File: src/rtl/sbm_pkg.sv
package sbm_pkg;

    typedef enum logic [1:0] {
        ADR_WAIT = 2'd0,
        ADR_OWN  = 2'd1,
        ADR_DONE = 2'd2
    } adr_st_e;

    typedef struct packed {
        logic    used;
        logic    is_wr;
        logic    is_burst;
        adr_st_e adr;
        logic    dat_on;
        logic    rty_win;
    } slot_t;

    function automatic logic slot_needs_addr(input slot_t s);
        return s.used && (s.adr == ADR_WAIT);
    endfunction

    function automatic logic slot_ready_data(input slot_t s);
        return s.used && (s.adr == ADR_DONE) && !s.dat_on;
    endfunction

endpackage

File: src/rtl/sbm_addr_ctl.sv
module sbm_addr_ctl #(
    parameter int unsigned DEPTH = 2
) (
    input  logic             clk,
    input  logic             rst,
    input  logic [DEPTH-1:0] need,
    input  logic             owning,
    input  logic             parked,
    input  logic             addr_grant,
    input  logic             addr_busy_in,
    input  logic             addr_retry,
    output logic             bus_req,
    output logic [DEPTH-1:0] take
);
    logic any_need;
    logic qual;
    logic found;

    always_comb begin
        any_need = |need;
        bus_req  = any_need && !owning && !parked;
        qual     = any_need && !owning && addr_grant && !addr_busy_in && !addr_retry;
        take     = '0;
        found    = 1'b0;
        for (int i = 0; i < DEPTH; i++) begin
            if (need[i] && !found) begin
                take[i] = qual;
                found   = 1'b1;
            end
        end
    end


    agrant_take_chk: assert property (@(posedge clk) disable iff (rst)
        (|take) |=> owning);


    aown_rise_chk: assert property (@(posedge clk) disable iff (rst)
        $rose(owning) |-> $past(addr_grant && !addr_busy_in && !addr_retry));

endmodule

File: src/rtl/sbm_data_sel.sv
module sbm_data_sel #(
    parameter int unsigned DEPTH = 2
) (
    input  logic             clk,
    input  logic             rst,
    input  logic [DEPTH-1:0] elig,
    input  logic [DEPTH-1:0] wr,
    input  logic [DEPTH-1:0] win,
    input  logic             busy,
    input  logic             write_only,
    input  logic             data_grant,
    input  logic             data_busy_in,
    input  logic             data_retry,
    input  logic             addr_retry,
    output logic             start,
    output logic [DEPTH-1:0] pick
);
    logic [DEPTH-1:0] pool;
    logic [DEPTH-1:0] cand;
    logic             found;
    logic             paired_rty;

    always_comb begin
        pool  = (write_only && |(elig & wr)) ? (elig & wr) : elig;
        cand  = '0;
        found = 1'b0;
        for (int i = 0; i < DEPTH; i++) begin
            if (pool[i] && !found) begin
                cand[i] = 1'b1;
                found   = 1'b1;
            end
        end
        paired_rty = addr_retry && |(cand & win);
        start = found && !busy && data_grant && !data_busy_in && !data_retry && !paired_rty;
        pick  = start ? cand : '0;
    end


    dstart_busy_chk: assert property (@(posedge clk) disable iff (rst)
        start |=> busy);


    dbusy_rise_chk: assert property (@(posedge clk) disable iff (rst)
        $rose(busy) |-> $past(data_grant && !data_busy_in && !data_retry));

endmodule

File: src/rtl/sbm_beat_ctr.sv
module sbm_beat_ctr #(
    parameter int unsigned BEATS = 4
) (
    input  logic clk,
    input  logic rst,
    input  logic start,
    input  logic burst,
    input  logic cut,
    output logic active,
    output logic last
);
    localparam int unsigned CW   = $clog2(BEATS + 1);
    localparam int unsigned ONE  = 1;
    localparam logic [CW-1:0] LEN_BURST = BEATS[CW-1:0];
    localparam logic [CW-1:0] LEN_ONE   = ONE[CW-1:0];

    logic [CW-1:0] cnt;
    logic [CW-1:0] len;

    assign last = active && (cnt == len - LEN_ONE);

    always_ff @(posedge clk) begin
        if (rst) begin
            active <= 1'b0;
            cnt    <= '0;
            len    <= LEN_ONE;
        end else if (start) begin
            active <= 1'b1;
            cnt    <= '0;
            len    <= burst ? LEN_BURST : LEN_ONE;
        end else if (active) begin
            if (cut || last) begin
                active <= 1'b0;
            end else begin
                cnt <= cnt + LEN_ONE;
            end
        end
    end


    cut_drop_chk: assert property (@(posedge clk) disable iff (rst)
        (active && cut) |=> !active);


    end_only_last_chk: assert property (@(posedge clk) disable iff (rst)
        $fell(active) |-> $past(last || cut));

endmodule

File: src/rtl/splitbus_master.sv
module splitbus_master
    import sbm_pkg::*;
#(
    parameter int unsigned DEPTH       = 2,
    parameter int unsigned BURST_BEATS = 4
) (
    input  logic clk,
    input  logic rst,
    input  logic req_valid,
    input  logic req_write,
    input  logic req_burst,
    output logic req_ready,
    output logic bus_req,
    input  logic addr_grant,
    input  logic addr_busy_in,
    input  logic addr_retry,
    input  logic addr_ack,
    input  logic parked,
    output logic addr_busy_out,
    input  logic data_grant,
    input  logic data_busy_in,
    input  logic data_retry,
    input  logic write_only,
    output logic data_busy_out,
    output logic data_last,
    output logic data_write
);
    slot_t q    [DEPTH];
    slot_t q_nx [DEPTH];

    logic [DEPTH-1:0] need_v, elig_v, wr_v, win_v, own_v, dat_v, burst_v;
    logic [DEPTH-1:0] a_take, d_pick;
    logic             d_start, b_active, b_last, push;

    for (genvar g = 0; g < DEPTH; g++) begin : g_vec
        assign need_v[g]  = slot_needs_addr(q[g]);
        assign elig_v[g]  = slot_ready_data(q[g]);
        assign wr_v[g]    = q[g].used && q[g].is_wr;
        assign burst_v[g] = q[g].used && q[g].is_burst;
        assign win_v[g]   = q[g].used && q[g].rty_win;
        assign own_v[g]   = q[g].used && (q[g].adr == ADR_OWN);
        assign dat_v[g]   = q[g].used && q[g].dat_on;
    end

    assign req_ready     = !q[DEPTH-1].used;
    assign push          = req_valid && req_ready;
    assign addr_busy_out = |own_v;
    assign data_busy_out = b_active;
    assign data_last     = b_last;
    assign data_write    = |(dat_v & wr_v);

    sbm_addr_ctl #(.DEPTH(DEPTH)) u_adr (
        .clk(clk), .rst(rst), .need(need_v), .owning(addr_busy_out),
        .parked(parked), .addr_grant(addr_grant), .addr_busy_in(addr_busy_in),
        .addr_retry(addr_retry), .bus_req(bus_req), .take(a_take)
    );

    sbm_data_sel #(.DEPTH(DEPTH)) u_dsel (
        .clk(clk), .rst(rst), .elig(elig_v), .wr(wr_v), .win(win_v),
        .busy(b_active), .write_only(write_only), .data_grant(data_grant),
        .data_busy_in(data_busy_in), .data_retry(data_retry),
        .addr_retry(addr_retry), .start(d_start), .pick(d_pick)
    );

    sbm_beat_ctr #(.BEATS(BURST_BEATS)) u_beat (
        .clk(clk), .rst(rst), .start(d_start), .burst(|(d_pick & burst_v)),
        .cut(data_retry), .active(b_active), .last(b_last)
    );

    always_comb begin
        slot_t upd [DEPTH];
        slot_t fresh;
        int    k;
        for (int i = 0; i < DEPTH; i++) begin
            upd[i]         = q[i];
            upd[i].rty_win = 1'b0;
            if (a_take[i]) upd[i].adr = ADR_OWN;
            if (own_v[i] && addr_ack) begin
                upd[i].adr     = ADR_DONE;
                upd[i].rty_win = 1'b1;
            end
            if (win_v[i] && addr_retry) upd[i].adr = ADR_WAIT;
            if (d_pick[i]) upd[i].dat_on = 1'b1;
            if (dat_v[i] && data_retry) upd[i].dat_on = 1'b0;
            if (dat_v[i] && b_last && !data_retry) upd[i].used = 1'b0;
        end
        fresh          = '0;
        fresh.used     = 1'b1;
        fresh.is_wr    = req_write;
        fresh.is_burst = req_burst;
        fresh.adr      = ADR_WAIT;
        for (int j = 0; j < DEPTH; j++) q_nx[j] = '0;
        k = 0;
        for (int i = 0; i < DEPTH; i++) begin
            if (upd[i].used) begin
                for (int j = 0; j < DEPTH; j++) begin
                    if (j == k) q_nx[j] = upd[i];
                end
                k = k + 1;
            end
        end
        for (int j = 0; j < DEPTH; j++) begin
            if (push && (j == k)) q_nx[j] = fresh;
        end
    end

    always_ff @(posedge clk) begin
        if (rst) begin
            for (int i = 0; i < DEPTH; i++) q[i] <= '0;
        end else begin
            q <= q_nx;
        end
    end


    one_owner_chk: assert property (@(posedge clk) disable iff (rst)
        $onehot0(own_v));


    one_data_chk: assert property (@(posedge clk) disable iff (rst)
        $onehot0(dat_v));


    rearm_chk: assert property (@(posedge clk) disable iff (rst)
        (addr_retry && |win_v) |=> |need_v);


    wo_first_chk: assert property (@(posedge clk) disable iff (rst)
        (d_start && write_only && |(elig_v & wr_v)) |=> data_write);


    full_drop_chk: assert property (@(posedge clk) disable iff (rst)
        (!req_ready && !b_last) |=> !req_ready);

endmodule

File: config.mk
export PLATFORM = sky130hd
export DESIGN_NAME = splitbus_master
export DESIGN_NICKNAME = d
export VERILOG_FILES = /design/src/rtl/sbm_pkg.sv /design/src/rtl/sbm_addr_ctl.sv /design/src/rtl/sbm_data_sel.sv /design/src/rtl/sbm_beat_ctr.sv /design/src/rtl/splitbus_master.sv
export SDC_FILE = /design/constraint.sdc
export NUM_CORES = 1
export LEC_CHECK = 0
export ABC_AREA = 1
export BUFFER_PORTS_ARGS = -buffer_cell sky130_fd_sc_hd__buf_2
export CORE_MARGIN = 4
export CORE_UTILIZATION = 44
export CTS_BUF_LIST = sky130_fd_sc_hd__clkbuf_2 sky130_fd_sc_hd__clkbuf_4 sky130_fd_sc_hd__clkbuf_8
export CTS_CLUSTER_SIZE = 24
export DETAILED_ROUTE_END_ITERATION = 7
export PLACE_DENSITY_LB_ADDON = 0.2
export SLEW_MARGIN = 20
export SYNTH_ARGS = -nofsm -noshare
export SYNTH_HDL_FRONTEND = slang
export SYNTH_SLANG_ARGS = --single-unit
File: constraint.sdc
create_clock -name clk -period 2.7 [get_ports clk]
set_input_delay 0.54 -clock clk [delete_from_list [all_inputs] [get_ports clk]]
set_output_delay 0.54 -clock clk [all_outputs]
set_load 0.005 [all_outputs]
# ---- After elaboration in Yosys (flattened, before gate mapping)
# Index checks and enable logic that the tools add are counted.
dict set report op_classes {
  bitwise 7
  reduce_logical 72
  add_sub_neg 3
  n_eq_ne 8
  n_mux 34
}
# op n
set ops {}
lappend ops {{2-bit by 32-bit == test with 1-bit output, first input constant} 2}
lappend ops {{32-bit zero test} 2}
lappend ops {{1-bit logical AND} 44}
lappend ops {{7-bit two-way mux} 5}
lappend ops {{32-bit by 2-bit adder with 32-bit output, second input constant} 1}
lappend ops {{32-bit two-way mux} 1}
lappend ops {{1-bit two-way mux} 18}
lappend ops {{2-bit two-way mux} 8}
lappend ops {{2-bit OR reduction} 8}
lappend ops {{14-bit two-way mux} 1}
lappend ops {{1-bit zero test} 13}
lappend ops {{2-bit AND} 4}
lappend ops {{2-bit by 1-bit == test with 1-bit output, second input constant} 2}
lappend ops {{2-bit == test, second input constant} 2}
lappend ops {{2-bit zero test} 2}
lappend ops {{4-bit OR reduction} 1}
lappend ops {{3-bit by 1-bit adder with 3-bit output, second input constant} 1}
lappend ops {{3-bit == test} 1}
lappend ops {{3-bit two-way mux} 1}
lappend ops {{3-bit by 2-bit != test with 1-bit output, second input constant} 1}
lappend ops {{1-bit NOT} 3}
lappend ops {{3-bit by 1-bit subtractor with 3-bit output, second input constant} 1}
lappend ops {{2-bit AND reduction} 1}
lappend ops {{1-bit logical OR} 1}
dict set report totals {
  out_inout_bits 6
  ff_bits 21
}

# ---- Depth between registers and ports, before layout
# Gate-level depths: netlist of run 1.
dict set report depth {
  word_depth 23
  ltp_mapped 15
  mapped_depth_nobuf 15
}

# ---- Cells and area by module
# From an unflattened synthesis of run 1, not the netlist that was laid out.
dict set report unflattened {
  cells_unflattened 200
  area_unflattened_um2 1326.3
}
# module cells_per_inst instances area_each_um2
set by_module_without_submodules {}
lappend by_module_without_submodules {splitbus_master 118 1 848.3}
lappend by_module_without_submodules {sbm_beat_ctr 48 1 320.3}
lappend by_module_without_submodules {sbm_data_sel 23 1 107.6}
lappend by_module_without_submodules {sbm_addr_ctl 11 1 50.0}

# ---- Worst setup path after synthesis of run 1
# No wires, ideal clock.
dict set report synth_path {
  path_kind {register to register}
  startpoint {register u_beat.len[0]}
  endpoint {register (tool-made name)}
  arrival_time_ns 1.860
  setup_time_ns 0.070
  path_stages_with_launch 16
  setup_slack_ns 0.771
  period_less_slack_ns 1.929
  path_cell_list {dfxtp_1 -> inv_2 -> nand2_1 -> nand2_1 -> xnor2_1 -> nand2_2 -> nor2_4 -> nand3_1 -> nand2_4 -> ha_1 -> nand3_1 -> nand2_1 -> inv_1 -> nor2_1 -> nand2_1 -> a21oi_1}
}
# item line_no
set synth_rtl {}
lappend synth_rtl {{start, declared} sbm_beat_ctr.sv:18} ;# logic [CW-1:0] len;
lappend synth_rtl {{start signal, assigned} sbm_beat_ctr.sv:30} ;# len <= burst ? LEN_BURST : LEN_ONE;

# ---- Worst setup path after layout of run 1
dict set report layout_path {
  startpoint {register q[6] in the netlist's numbering}
  endpoint {output bus_req}
}
dict set report layout_between {
  elab_chain_len 5
}
# item line_no
set layout_lines {}
lappend layout_lines {{start, declared} splitbus_master.sv:28} ;# slot_t q [DEPTH];
lappend layout_lines {{start signal, assigned} splitbus_master.sv:111} ;# q <= q_nx;
lappend layout_lines {{1-bit logical AND} splitbus_master.sv:41} ;# assign own_v[g] = q[g].used && (q[g].adr == ADR_OWN);
lappend layout_lines {{2-bit OR reduction} splitbus_master.sv:47} ;# assign addr_busy_out = |own_v;
lappend layout_lines {{1-bit zero test} sbm_addr_ctl.sv:21} ;# bus_req = any_need && !owning && !parked;
lappend layout_lines {{1-bit logical AND * (2 in series)} sbm_addr_ctl.sv:21}
lappend layout_lines {{end, declared} splitbus_master.sv:13} ;# output logic bus_req,
# Mark *: on every way between the ends. The rest lies on a longest branch, timed or not.

==> run summary, run 1 <==
fillcell total: 286
Root Buffer: clkbuf_4
port buffer count: 19
DRT antenna net count: 0
fin nets: 233
hold_buf cts: 0
critical path depth: 6
Sw Ratio: 30.0%
total global-route track usage: 18.0%
DRC viols: 0
Initial Util: 45.5%
Synth Cell Area: 1240 µm²
Place WS: 0.556 ns
CP cell instances: inv_1, nor2_1, nand2_1, o211ai_1, nor2_1, buf_2
Final Hold Viols: 0
clk slew on worst S/H paths: 0.11 ns
largest family of logic cells by synthesized area: simple AND/OR/NAND/NOR gates
critical path launch point: q[6]
initial antenna violation count: 0
CP delay by family, top: flip-flops
status: completed
clock sink total: 20
via count: 1284
synth warn: 0
area grow syn2layout: 12.6%
first-pass GRT wire length: 5150 µm
sequential area share after synthesis: 32.2%
final period utilization: 82.2%
final setup vio count: 0
mux cell area share after synthesis: 0%
die area: 3740 µm²
TritonCTS buffer count: 3
routed length per instance: 11.9 µm
vias in the first global route: 1260
area of the core: 2730 µm²
CP Capture Type: primary output
setup TNS: 0 ns
Logic pwr share: 17.9%
compound-cell area share of the yosys netlist: 14.6%
Die H: 61.2 µm
Final Max Tran Viols: 0
Top FF cell, synth: dfxtp_1
Post-Layout Cell Count: 244
site row count: 19
Post-CTS Setup Repair Bufs: 0
FF-to-FF Start: u_beat.len[0]
crit-path max FO: 6
simple-gate share of the synthesized area: 36.5%
io pins: 20
Max transition margin: 80.4%
H-Tree Depth: 1
CTS tree: built
Peak Freq: 451 MHz
Worst Setup Slack, final: 0.481 ns
largest net degree at the start of global routing: 11
GP Congestion: 0.821
PwrDens: 398 nW/µm²
Inst Count DP: 241
layout cells sized above 1: 15.0%
worst path bufs/invs: 2
DIE WIDTH: 61.2 µm
MaxCap Viol Count: 0
fraction of the mapped netlist area in adder cells: 4.02%
FF-to-FF setup slack: 0.50 ns
most frequent cells in the layout: nand2_1 (45), inv_1 (34), nor2_1 (23)
Tot Pwr: 557 µW
xor/xnor share of the synthesized area: 1.41%
Worst R2R Path Depth: 15
Worst Tran Pin Value: 0.293 ns
Tmin final: 2.22 ns
Data arrival, critical path: 1.68 ns
sequential share of power: 56.7%
commonest non-fill, non-tap cell in the layout: nand2_1
initial DRC count: 45
1st-pass router iterations: 4
ys async rst share: 0%
Pleak: 0.665 nW
start-to-end type of the worst setup path: reg -> out
net switching power: 167 µW
antenna cells: 0
min-delay src: rst
Avg Cell Area, Syn: 6.51 µm²
Pint: 390 µW
RSZ-0062 raised after global routing: false
critical path capture point: bus_req
library cells used by synthesis: 26
Worst Hold Class: in -> reg
CP Data Required Time: 2.16 ns
Vias/cell: 5.26
Worst-Skew Late Latency: 0.30 ns
CP peak stage delay: 0.50 ns
dominant cell type by count on the critical path: nor2_1
cell count after synthesis: 191
post-CTS sizing: 0
clock share of power: 25.4%
peak supply drop: 243 µV
number of synthesized flops with an enable pin: 0
hpwl dp: 2380 µm
Slowest cell on crit path: dfxtp_1
type of origin of the critical path: flop
grt ovf: 0
WL final: 2910 µm
Post-Syn Nets: 209
clk_skew: 0.00102 ns
clock tree buffer depth: 2
synthesis-stage register bit count: 20
## cell usage after synthesis, types with 2 or more instances
cell type,n,area (µm²)
ha_1,4,50.1
nand2_1,45,169
nand3_1,18,90.1
nand2_4,3,33.8
o21ai_0,6,30.0
nor2_1,23,86.3
a21oi_1,18,90.1
xnor2_1,2,17.5
nand4_1,3,18.8
inv_1,34,128
dfxtp_1,20,400
## metal layers
layer	global-route usage (%)	part of all wire [%]
met3	2.73	3.2
met5	0	0
met4	6.81	1.5
met2	31.7	51
met1	21.8	44
## area by class of cell
class                   count  area [µm²]  area share [%]
clock buffers               3        22.5            1.61
inverters                  36         140            10.0
multi-input cells         135         703            50.2
flip-flops and latches     20         400            28.6
well taps                  31        38.8            2.77
repair buffers             19        95.1            6.79
## state kept, by name, indices dropped and copies added (netlist names), named ones only
name,flops
u_beat.active,1
u_beat.len,2
u_beat.cnt,3
q,12
## per-stage QoR
stage,instance area (µm²),utilization (%),hold WS [ns]
6_report,1400,51.2,0.464
5_1_grt,1400,51.2,0.460
4_1_cts,1400,51.2,0.471
3_5_place_dp,1380,50.4,0.471
3_3_place_gp,1380,50.4,0.463
2_1_floorplan,1240,-,0.438
## how the worst min path moves through the flow
stage,to,depth (start not counted)
finish,flop,2
global route,flop,2
CTS,flop,2
detailed placement,flop,2
global placement,flop,2
floorplan,flop,2
## worst register-to-register path, delay by kind of cell, from the launching register on
| family | cells | cell delay, ns |
|---|---|---|
| compound gates | 1 | 0.11 |
| flops | 1 | 0.40 |
| fa+ha+maj | 1 | 0.20 |
| buf+inv | 2 | 0.11 |
| simple gates | 10 | 1.16 |
| xor+xnor | 1 | 0.17 |
## power by group through the flow
stage | Sequential, mW | Clock (mW) | Combinational (mW)
2_1_floorplan | 0.318 | 0 | 0.0680
3_3_place_gp | 0.323 | 0 | 0.0967
3_5_place_dp | 0.323 | 0 | 0.0990
4_1_cts | 0.316 | 0.144 | 0.0996
5_1_grt | 0.318 | 0.160 | 0.113
6_report | 0.316 | 0.142 | 0.0997
## logic make-up (layout without fill, tap and decap cells)
| family | after synthesis | in the layout |
|---|---|---|
| and+or+nand+nor | 97 | 97 |
| DFF | 20 | 20 |
| AOI/OAI and AO/OA | 32 | 32 |
| xor gates and xnor gates | 2 | 2 |
| buffers and inverters | 36 | 58 |
| adders and majority gates | 4 | 4 |
Note: power is estimated with default switching activity, not from simulation.
==> run 2, diff against run 1 <==
Clock period 2.7 ns to 1.9 ns, I/O delays scaled along.
==> run 2 against run 1 <==
Cell count rose by 7.0%. Largest cell class unchanged. Clock skew rose by 0.00059 ns. Die area did not move.
==> run summary, run 2 (synthesized netlist as in run 1, its figures left out) <==
status: completed
hpwl dp: 2570 µm
Logic pwr share: 24.7%
die area: 3740 µm²
type of origin of the critical path: flop
final period utilization: 99.2%
area grow syn2layout: 32.0%
min-delay src: rst
Tot Pwr: 929 µW
hold_buf cts: 0
Root Buffer: clkbuf_4
Initial Util: 45.5%
Worst Setup Slack, final: 0.0161 ns
CTS tree: built
CP peak stage delay: 0.35 ns
worst hold margin: 0.309 ns
largest net degree at the start of global routing: 12
first-pass GRT wire length: 5230 µm
layout cells sized above 1: 30.4%
dominant cell type by count on the critical path: nand2_2
setup TNS: 0 ns
Worst R2R Path Depth: 13
fillcell total: 251
Data arrival, critical path: 2.13 ns
r2r endpoint: q[4]
Post-Layout Cell Count: 261
via count: 1335
biggest registers after layout: q x12, u_beat.cnt x3, u_beat.len x2
vias in the first global route: 1251
clk_skew: 0.00161 ns
Max transition margin: 82.0%
start-to-end type of the worst setup path: reg -> reg
clk slew on worst S/H paths: 0.12 ns
Vias/cell: 5.11
worst path bufs/invs: 3
WL final: 3340 µm
most frequent cells in the layout: nand2_1 (41), inv_1 (32), nor2_1 (21)
Inst Count DP: 253
PwrDens: 566 nW/µm²
clock tree buffer depth: 2
Final Hold Viols: 0
net switching power: 279 µW
GP Congestion: 0.878
Top reg by flops: q
routed length per instance: 12.8 µm
Pleak: 0.753 nW
clock share of power: 27.2%
CP delay by family, top: simple AND/OR/NAND/NOR gates
peak supply drop: 354 µV
Worst Tran Pin Value: 0.269 ns
site row count: 19
RSZ-0062 raised after global routing: true
FF-to-FF setup slack: 0.02 ns
fin util: 60.0%
initial DRC count: 36
FF-to-FF Start: u_beat.cnt[0]
antenna cells: 0
Worst-Skew Late Latency: 0.30 ns
Tmin final: 1.88 ns
Place WS: -0.0859 ns
port buffer count: 19
CP Data Required Time: 2.14 ns
area of the core: 2730 µm²
TritonCTS buffer count: 3
Worst Hold Class: in -> reg
total global-route track usage: 18.6%
Pint: 651 µW
sequential share of power: 48.1%
H-Tree Depth: 1
final setup vio count: 0
WHS Path Cells: 2
clock sink total: 20
grt ovf: 0
Die H: 61.2 µm
final instance area: 1640 µm²
MaxCap Viol Count: 0
DRC viols: 0
fin nets: 249
storage element area: 405 µm²
initial antenna violation count: 0
DRT antenna net count: 0
CP Capture Type: flop
Area after DPL: 1470 µm²
1st-pass router iterations: 4
Sw Ratio: 30.0%
Peak Freq: 531 MHz
DIE WIDTH: 61.2 µm
Multi-input gate area: 793 µm²
io pins: 20
crit-path max FO: 4
Slowest cell on crit path: dfxtp_1
CP cell instances: inv_1, nand2_1, o21ai_0, nand2_2, nor2_4, nand3_2, nand2_4, inv_2, ha_4, nand3_4, inv_4, nand2_2, a21oi_2
max FFs per register: 12
Final Max Tran Viols: 0
commonest non-fill, non-tap cell in the layout: nand2_1
run 2: power by group through the flow:
stage | sequential [mW] | clock, mW | combinational, mW
finish | 0.447 | 0.253 | 0.229
global route | 0.449 | 0.285 | 0.253
CTS | 0.446 | 0.259 | 0.186
detailed placement | 0.455 | 0 | 0.184
global placement | 0.455 | 0 | 0.180
floorplan | 0.453 | 0 | 0.0989
run 2: timing repair:
action                     4_1_cts  5_1_grt
setup buffers                    1        4
hold endpoints to repair         0        0
gates cloned                     0        0
gates resized for setup          3       23
pin swaps                        2        9
setup endpoints to repair       12       20
run 2: per-layer routing:
layer  routed length [µm]  GRT usage [%]
met1                 1420           21.8
met2                 1750           33.1
met3                  111           3.56
met4                   54           7.74
met5                    0              0
run 2: cell type report:
class / count / share of cell area (%)
multi-input cells: 135 / 48.3
flip-flops and latches: 20 / 24.7
clock buffers: 4 / 2.21
inverters: 36 / 8.69
repair buffers: 35 / 13.7
well taps: 31 / 2.36
run 2: how the worst max path moves through the flow:
stage / slack [ns] / cells after the start / start / end
after floorplan: 0.02 / 15 / u_beat.len[0] / flop
after global placement: 0.004 / 13 / u_beat.len[0] / q[6]
after detailed placement: -0.09 / 15 / u_beat.len[0] / flop
after CTS: -0.03 / 14 / u_beat.len[0] / q[4]
after global routing: -0.14 / 15 / u_beat.len[0] / flop
final: 0.02 / 13 / u_beat.cnt[0] / q[4]
run 2: worst reg2reg max path, stage by stage, from the launching register on:
cell     delay (ns)
dfxtp_1        0.35
inv_1          0.08
nand2_1        0.05
o21ai_0        0.20
nand2_2        0.12
nor2_4         0.15
nand3_2        0.11
nand2_4        0.11
inv_2          0.06
ha_4           0.27
nand3_4        0.07
inv_4          0.08
nand2_2        0.05
a21oi_2        0.12
